$ cat config.mk
export PLATFORM = sky130hd
export DESIGN_NAME = csi_stream_merge
export DESIGN_NICKNAME = d
export VERILOG_FILES = /design/src/rtl/csi_merge_pkg.sv /design/src/rtl/csi_rr_pick.sv /design/src/rtl/csi_hdr_patch.sv /design/src/rtl/csi_stream_merge.sv
export SDC_FILE = /design/constraint.sdc
export NUM_CORES = 1
export LEC_CHECK = 0
export BUFFER_PORTS_ARGS = -buffer_cell sky130_fd_sc_hd__buf_2
export CAP_MARGIN = 10
export CORE_AREA = 5 5 144 146
export DETAILED_ROUTE_END_ITERATION = 16
export DIE_AREA = 0 0 149 151
export GPL_ROUTABILITY_DRIVEN = 0
export SLEW_MARGIN = 20
export SYNTH_ARGS = -nofsm -noshare
export SYNTH_HDL_FRONTEND = slang
export SYNTH_SLANG_ARGS = --single-unit
$ cat constraint.sdc
create_clock -name clk -period 4.8 [get_ports clk]
set_input_delay 0.72 -clock clk [delete_from_list [all_inputs] [get_ports clk]]
set_output_delay 0.72 -clock clk [all_outputs]
set_load 0.03 [all_outputs]
$ cat src/rtl/csi_merge_pkg.sv
`timescale 1ns/1ps
package csi_merge_pkg;

    // Bit position of the virtual channel field inside the identifier byte.
    localparam int VC_LSB = 6;

    // Six-bit header code over a 24-bit packet header.
    function automatic logic [5:0] hdr_ecc(input logic [23:0] h);
        logic [5:0] e;
        e[0] = ^(h & 24'hF12CB7);
        e[1] = ^(h & 24'hF2555B);
        e[2] = ^(h & 24'h749A6D);
        e[3] = ^(h & 24'hB8E38E);
        e[4] = ^(h & 24'hDF03F0);
        e[5] = ^(h & 24'hEFFC00);
        return e;
    endfunction

endpackage

$ cat src/rtl/csi_rr_pick.sv
`timescale 1ns/1ps
module csi_rr_pick #(
    parameter int NUM_CH = 4,
    parameter int IDX_W  = 2
) (
    input  logic [NUM_CH-1:0] req,
    input  logic [IDX_W-1:0]  ptr,
    output logic              hit,
    output logic [IDX_W-1:0]  idx
);

    // Scan from the far end down so the requester closest to ptr wins.
    always_comb begin
        hit = 1'b0;
        idx = '0;
        for (int k = NUM_CH - 1; k >= 0; k--) begin
            int pos;
            pos = int'(ptr) + k;
            if (pos >= NUM_CH) pos = pos - NUM_CH;
            if (req[pos]) begin
                hit = 1'b1;
                idx = IDX_W'(pos);
            end
        end
    end

    always_comb begin
        if (hit) begin
            p_pick_valid_r4: assert (req[idx]);
        end
    end

endmodule

$ cat src/rtl/csi_hdr_patch.sv
`timescale 1ns/1ps
module csi_hdr_patch #(
    parameter int NUM_CH = 4,
    parameter int DATA_W = 64,
    parameter int IDX_W  = 2
) (
    input  logic [DATA_W-1:0] din,
    input  logic              sop,
    input  logic [IDX_W-1:0]  chan,
    output logic [DATA_W-1:0] dout
);

    generate
        if (NUM_CH > 1) begin : g_rewrite
            logic [23:0] hdr;
            logic [5:0]  code;
            always_comb begin
                hdr  = {din[23:csi_merge_pkg::VC_LSB+2], 2'(chan),
                        din[csi_merge_pkg::VC_LSB-1:0]};
                code = csi_merge_pkg::hdr_ecc(hdr);
                dout = din;
                if (sop) begin
                    dout[31:0] = {2'b00, code, hdr};
                end
            end
        end else begin : g_pass
            always_comb dout = din;
            logic unused_ok;
            assign unused_ok = ^{sop, chan};
        end
    endgenerate

endmodule

$ cat src/rtl/csi_stream_merge.sv
`timescale 1ns/1ps
module csi_stream_merge #(
    parameter int NUM_CH = 4,
    parameter int DATA_W = 64
) (
    input  logic                            clk,
    input  logic                            rst,
    input  logic [NUM_CH*DATA_W-1:0]        in_tdata,
    input  logic [NUM_CH*(DATA_W/8)-1:0]    in_tkeep,
    input  logic [NUM_CH-1:0]               in_tvalid,
    input  logic [NUM_CH-1:0]               in_tuser,
    input  logic [NUM_CH-1:0]               in_tlast,
    output logic [NUM_CH-1:0]               in_tready,
    output logic [DATA_W-1:0]               out_tdata,
    output logic [DATA_W/8-1:0]             out_tkeep,
    output logic                            out_tvalid,
    output logic                            out_tuser,
    output logic                            out_tlast,
    input  logic                            out_tready
);

    localparam int KEEP_W = DATA_W / 8;
    localparam int IDX_W  = (NUM_CH > 1) ? $clog2(NUM_CH) : 1;

    typedef struct packed {
        logic             busy;
        logic [IDX_W-1:0] owner;
        logic [IDX_W-1:0] ptr;
    } arb_t;

    arb_t arb_d, arb_q;

    logic [NUM_CH-1:0] sop_req;
    logic              pick_hit;
    logic [IDX_W-1:0]  pick_idx;
    logic [IDX_W-1:0]  sel;
    logic              live;
    logic [DATA_W-1:0] raw_data;
    logic [KEEP_W-1:0] raw_keep;
    logic              raw_valid, raw_sop, raw_last;
    logic              fin;

    assign sop_req = in_tvalid & in_tuser;

    csi_rr_pick #(.NUM_CH(NUM_CH), .IDX_W(IDX_W)) u_pick (
        .req (sop_req),
        .ptr (arb_q.ptr),
        .hit (pick_hit),
        .idx (pick_idx)
    );

    // Owner while busy, otherwise the arbitration winner of this cycle.
    always_comb begin
        sel  = arb_q.busy ? arb_q.owner : pick_idx;
        live = arb_q.busy || pick_hit;
    end

    always_comb begin
        raw_data  = '0;
        raw_keep  = '0;
        raw_valid = 1'b0;
        raw_sop   = 1'b0;
        raw_last  = 1'b0;
        for (int k = 0; k < NUM_CH; k++) begin
            if (sel == IDX_W'(k)) begin
                raw_data  = in_tdata[k*DATA_W +: DATA_W];
                raw_keep  = in_tkeep[k*KEEP_W +: KEEP_W];
                raw_valid = in_tvalid[k];
                raw_sop   = in_tuser[k];
                raw_last  = in_tlast[k];
            end
        end
    end

    csi_hdr_patch #(.NUM_CH(NUM_CH), .DATA_W(DATA_W), .IDX_W(IDX_W)) u_patch (
        .din  (raw_data),
        .sop  (raw_sop),
        .chan (sel),
        .dout (out_tdata)
    );

    assign out_tkeep  = raw_keep;
    assign out_tvalid = live && raw_valid;
    assign out_tuser  = raw_sop;
    assign out_tlast  = raw_last;

    generate
        for (genvar k = 0; k < NUM_CH; k++) begin : g_ready
            assign in_tready[k] = live && (sel == IDX_W'(k)) && out_tready;
        end
    endgenerate

    assign fin = out_tvalid && out_tready && out_tlast;

    always_comb begin
        arb_d = arb_q;
        // Lock the winner as soon as its first beat is presented.
        if (!arb_q.busy && pick_hit) begin
            arb_d.busy  = 1'b1;
            arb_d.owner = pick_idx;
        end
        if (fin) begin
            arb_d.busy = 1'b0;
            arb_d.ptr  = (sel == IDX_W'(NUM_CH - 1)) ? '0 : sel + 1'b1;
        end
    end

    always_ff @(posedge clk) begin
        if (rst) arb_q <= '0;
        else     arb_q <= arb_d;
    end

    // ---------------------------------------------------------------
    p_one_ready_r2: assert property (@(posedge clk) disable iff (rst)
        $onehot0(in_tready));

    p_ready_follows_r2: assert property (@(posedge clk) disable iff (rst)
        (|in_tready) |-> out_tready);

    p_hold_owner_r3: assert property (@(posedge clk) disable iff (rst)
        (arb_q.busy && !fin) |=> (arb_q.busy && arb_q.owner == $past(arb_q.owner)));

    p_stall_stable_r9: assert property (@(posedge clk) disable iff (rst)
        (out_tvalid && !out_tready) |=>
            (out_tvalid && $stable(out_tdata) && $stable(out_tlast)));

    p_first_is_sop_r11: assert property (@(posedge clk) disable iff (rst)
        (!arb_q.busy && out_tvalid) |-> out_tuser);

    p_reset_idle_r10: assert property (@(posedge clk)
        rst |=> (!arb_q.busy && arb_q.ptr == '0));

endmodule

==> impl_metrics.ini <==
[setup_path]
worst_setup_path_end_kind = primary output
crit_required_ns = 4.08
cp_max_fo = 6
critPathLaunchType = input port
cp.arrival_ns = 3.96
path_class = input port to primary output

[clock_tree]
cts_tree = done
cts_max_level = 1
cts-hold-fix-buffers = 0
cts-buffers-inserted = 3
cts_root_buf = clkbuf_16
clk_path_buf_depth = 2
clk_latency_ns = 0.23
clock-sinks = 5
clk_pin_slew_worst_paths_ns = 0.03

[die]
rows = 51
core_um2 = 19300
start_util_pct = 18.4
dieArea_um2 = 22500
io_pins = 382
fp.dieH_um = 151
fp.dieW_um = 149

[logic_synthesis]
ys_seq_elements = 5
netlist_area_um2 = 3550
synth_area_leaders = a221o_1, o21ai_0, nand2_1
synth_cell_types = 66
synthArstFlopShare_pct = 0
syn_nets = 830
synth-main-ff-cell = dfxtp_1
ys_seq_area_share_pct = 2.82
netlist.area_leader.share_pct = 14.7
yosysWarningCount = 0
synth_area_leader_cell = a221o_1
synthCells = 523
synth_edf_count = 0
synth_area_per_cell_um2 = 6.78

[finish]
final_common_cell = buf_2
synthToLayoutAreaGrowth_pct = 83.0
drive_gt1_share_pct = 55.5
final_cell_mix = buf_2, o21ai_0, nand2_1, buf_4, a221o_1
multi_input_area_um2 = 3320
regMostFlops = arb_q
antenna_cells = 0
fin_area_um2 = 6490
largest_reg_flops = 5
reg.largest.list = arb_q (5)
seq_area_um2 = 100
postLayoutCoreUtil_pct = 33.7
final_nets = 1239
fillers = 2135

[global_route]
grtUsageMet2_pct = 29.9
grt.met3_usage_pct = 2.72
grt_max_degree = 64
grt_pass1_vias = 5682
grt-busiest-layer = met2
grt.overflow.total = 0
antenna_found_initial = 1
grt_pass1_wl_mm = 30.6
gr-usage-met1_pct = 21.8
grt.total_usage_pct = 17.2

[timing]
final_max_slew_viol_count = 0
worstMarginPinSlew_ns = 0.743
setup_violations = 0
setup_ws_ns = 0.122
slew_headroom_pct = 50.3
hold_violations = 0
layout_min_cycle_time_ns = 4.68
clock_skew_ns = 0.00187
setup_tns_ns = 0
max_clock_freq_ghz = 0.214
fin_crit_sh_pct = 97.5

[power]
p_per_area_nw_per_um2 = 407
leakagePower_nw = 3.34
ir_drop_v = 0.000204

[route]
drt_wl_total_mm = 22.1
wire_per_inst_um = 18.5
drc = 0
firstDrtPassIters = 5
first_iter_violations = 312
ant_nets = 0
num_vias = 5853
vias_per_cell = 4.89

[placement]
dp_slack_ns = -0.292
hpwl_mm = 18.5
port_buffers = 381
placed_cell_area_um2 = 6140

[flow_run]
max_cap_viol_count = 0

[worst_hold_path]
hold_class = flop to flop

[run_status]
status = finished clean
cells in the mapped netlist, drive strengths merged, types with 5 or more instances:
| cell | number |
|---|---|
| o211a | 7 |
| o211ai | 9 |
| clkbuf | 25 |
| a211o | 8 |
| a22oi | 10 |
| nor2 | 18 |
| a221o | 53 |
| a211oi | 13 |
| a21o | 6 |
| buf | 26 |
| a21oi | 22 |
| o21ai | 97 |
| o21a | 7 |
| xnor3 | 7 |
| dfxtp | 5 |
| nand2b | 5 |
| nand3b | 10 |
| inv | 25 |
| xnor2 | 9 |
| o221ai | 5 |
| a221oi | 9 |
| nor2b | 5 |
| xor2 | 7 |
| nand2 | 72 |
| and2 | 14 |
power breakdown:
part	internal [mW]	switching (mW)	leakage (nW)
registers	0.0454	0.00417	0.0410
clock network	0.110	0.0248	0.0382
logic	1.07	1.39	3.26
worst paths after layout:
path,from,to,slack (ns),cells past startpoint
worst max-delay path,in_tuser[3],out_tdata[27],0.12,17
worst max register to register,arb_q[0]$_SDFFE_PP0P_,arb_q[1]$_SDFFE_PP0P_,1.44,16
worst min-delay path,arb_q[3]$_SDFFE_PP0P_,arb_q[3]$_SDFFE_PP0P_,0.48,2
worst min register to register,arb_q[3]$_SDFFE_PP0P_,arb_q[3]$_SDFFE_PP0P_,0.48,2
worst max-delay path, stage by stage:
cell and delay, ns:
buf_4 0.12, nand2_2 0.06, a31o_2 0.23, a21o_1 0.19
and2_4 0.15, buf_4 0.14, ha_4 0.20, buf_4 0.17
or2_4 0.27, a221o_2 0.32, buf_4 0.16, o211a_1 0.14
o211a_1 0.28, a211o_1 0.25, and4_1 0.20, a211oi_2 0.15
buf_4 0.20
layout make-up:
cell class | instances | area share, %
Clock buffer | 4 | 1.21
Inverter | 25 | 1.52
Multi-Input combinational cell | 442 | 51.1
Sequential cell | 5 | 1.54
Tap cell | 265 | 5.11
Timing Repair Buffer | 455 | 39.5
cell families after synthesis:
logic type | count (synthesis) | share of synthesized area [%]
AO/OA/AOI/OAI | 263 | 54.0
AND/OR/NAND/NOR | 147 | 20.8
buffers and inverters | 76 | 10.4
XOR/XNOR | 25 | 9.74
flip-flops | 5 | 2.82
adder cells (fa/ha/maj) | 4 | 1.41
multiplexers | 3 | 0.882
layer usage:
metal | vias to the layer above | routed length, um
met2 | 286 | 11100
met4 | 2 | 479
met5 | - | 13
li1 | 2835 | -
met3 | 30 | 1710
met1 | 2700 | 8830
metrics by stage:
stage	total power, mW	hold WS [ns]	std cells
finish	2.64	0.475	1196
global placement	2.31	0.469	1187
CTS	2.51	0.475	1195
floorplan	1.49	0.448	523
detailed placement	2.32	0.469	1187
global route	2.81	0.505	1196
timing repair:
action | 4_1_cts | 5_1_grt
resized for setup | 11 | 47
pin swaps | 2 | 17
buffers inserted | 4 | 1
hold endpoints to repair | 0 | 0
endpoints found under the setup margin | 6 | 6
(Power assumes the default switching activity.)
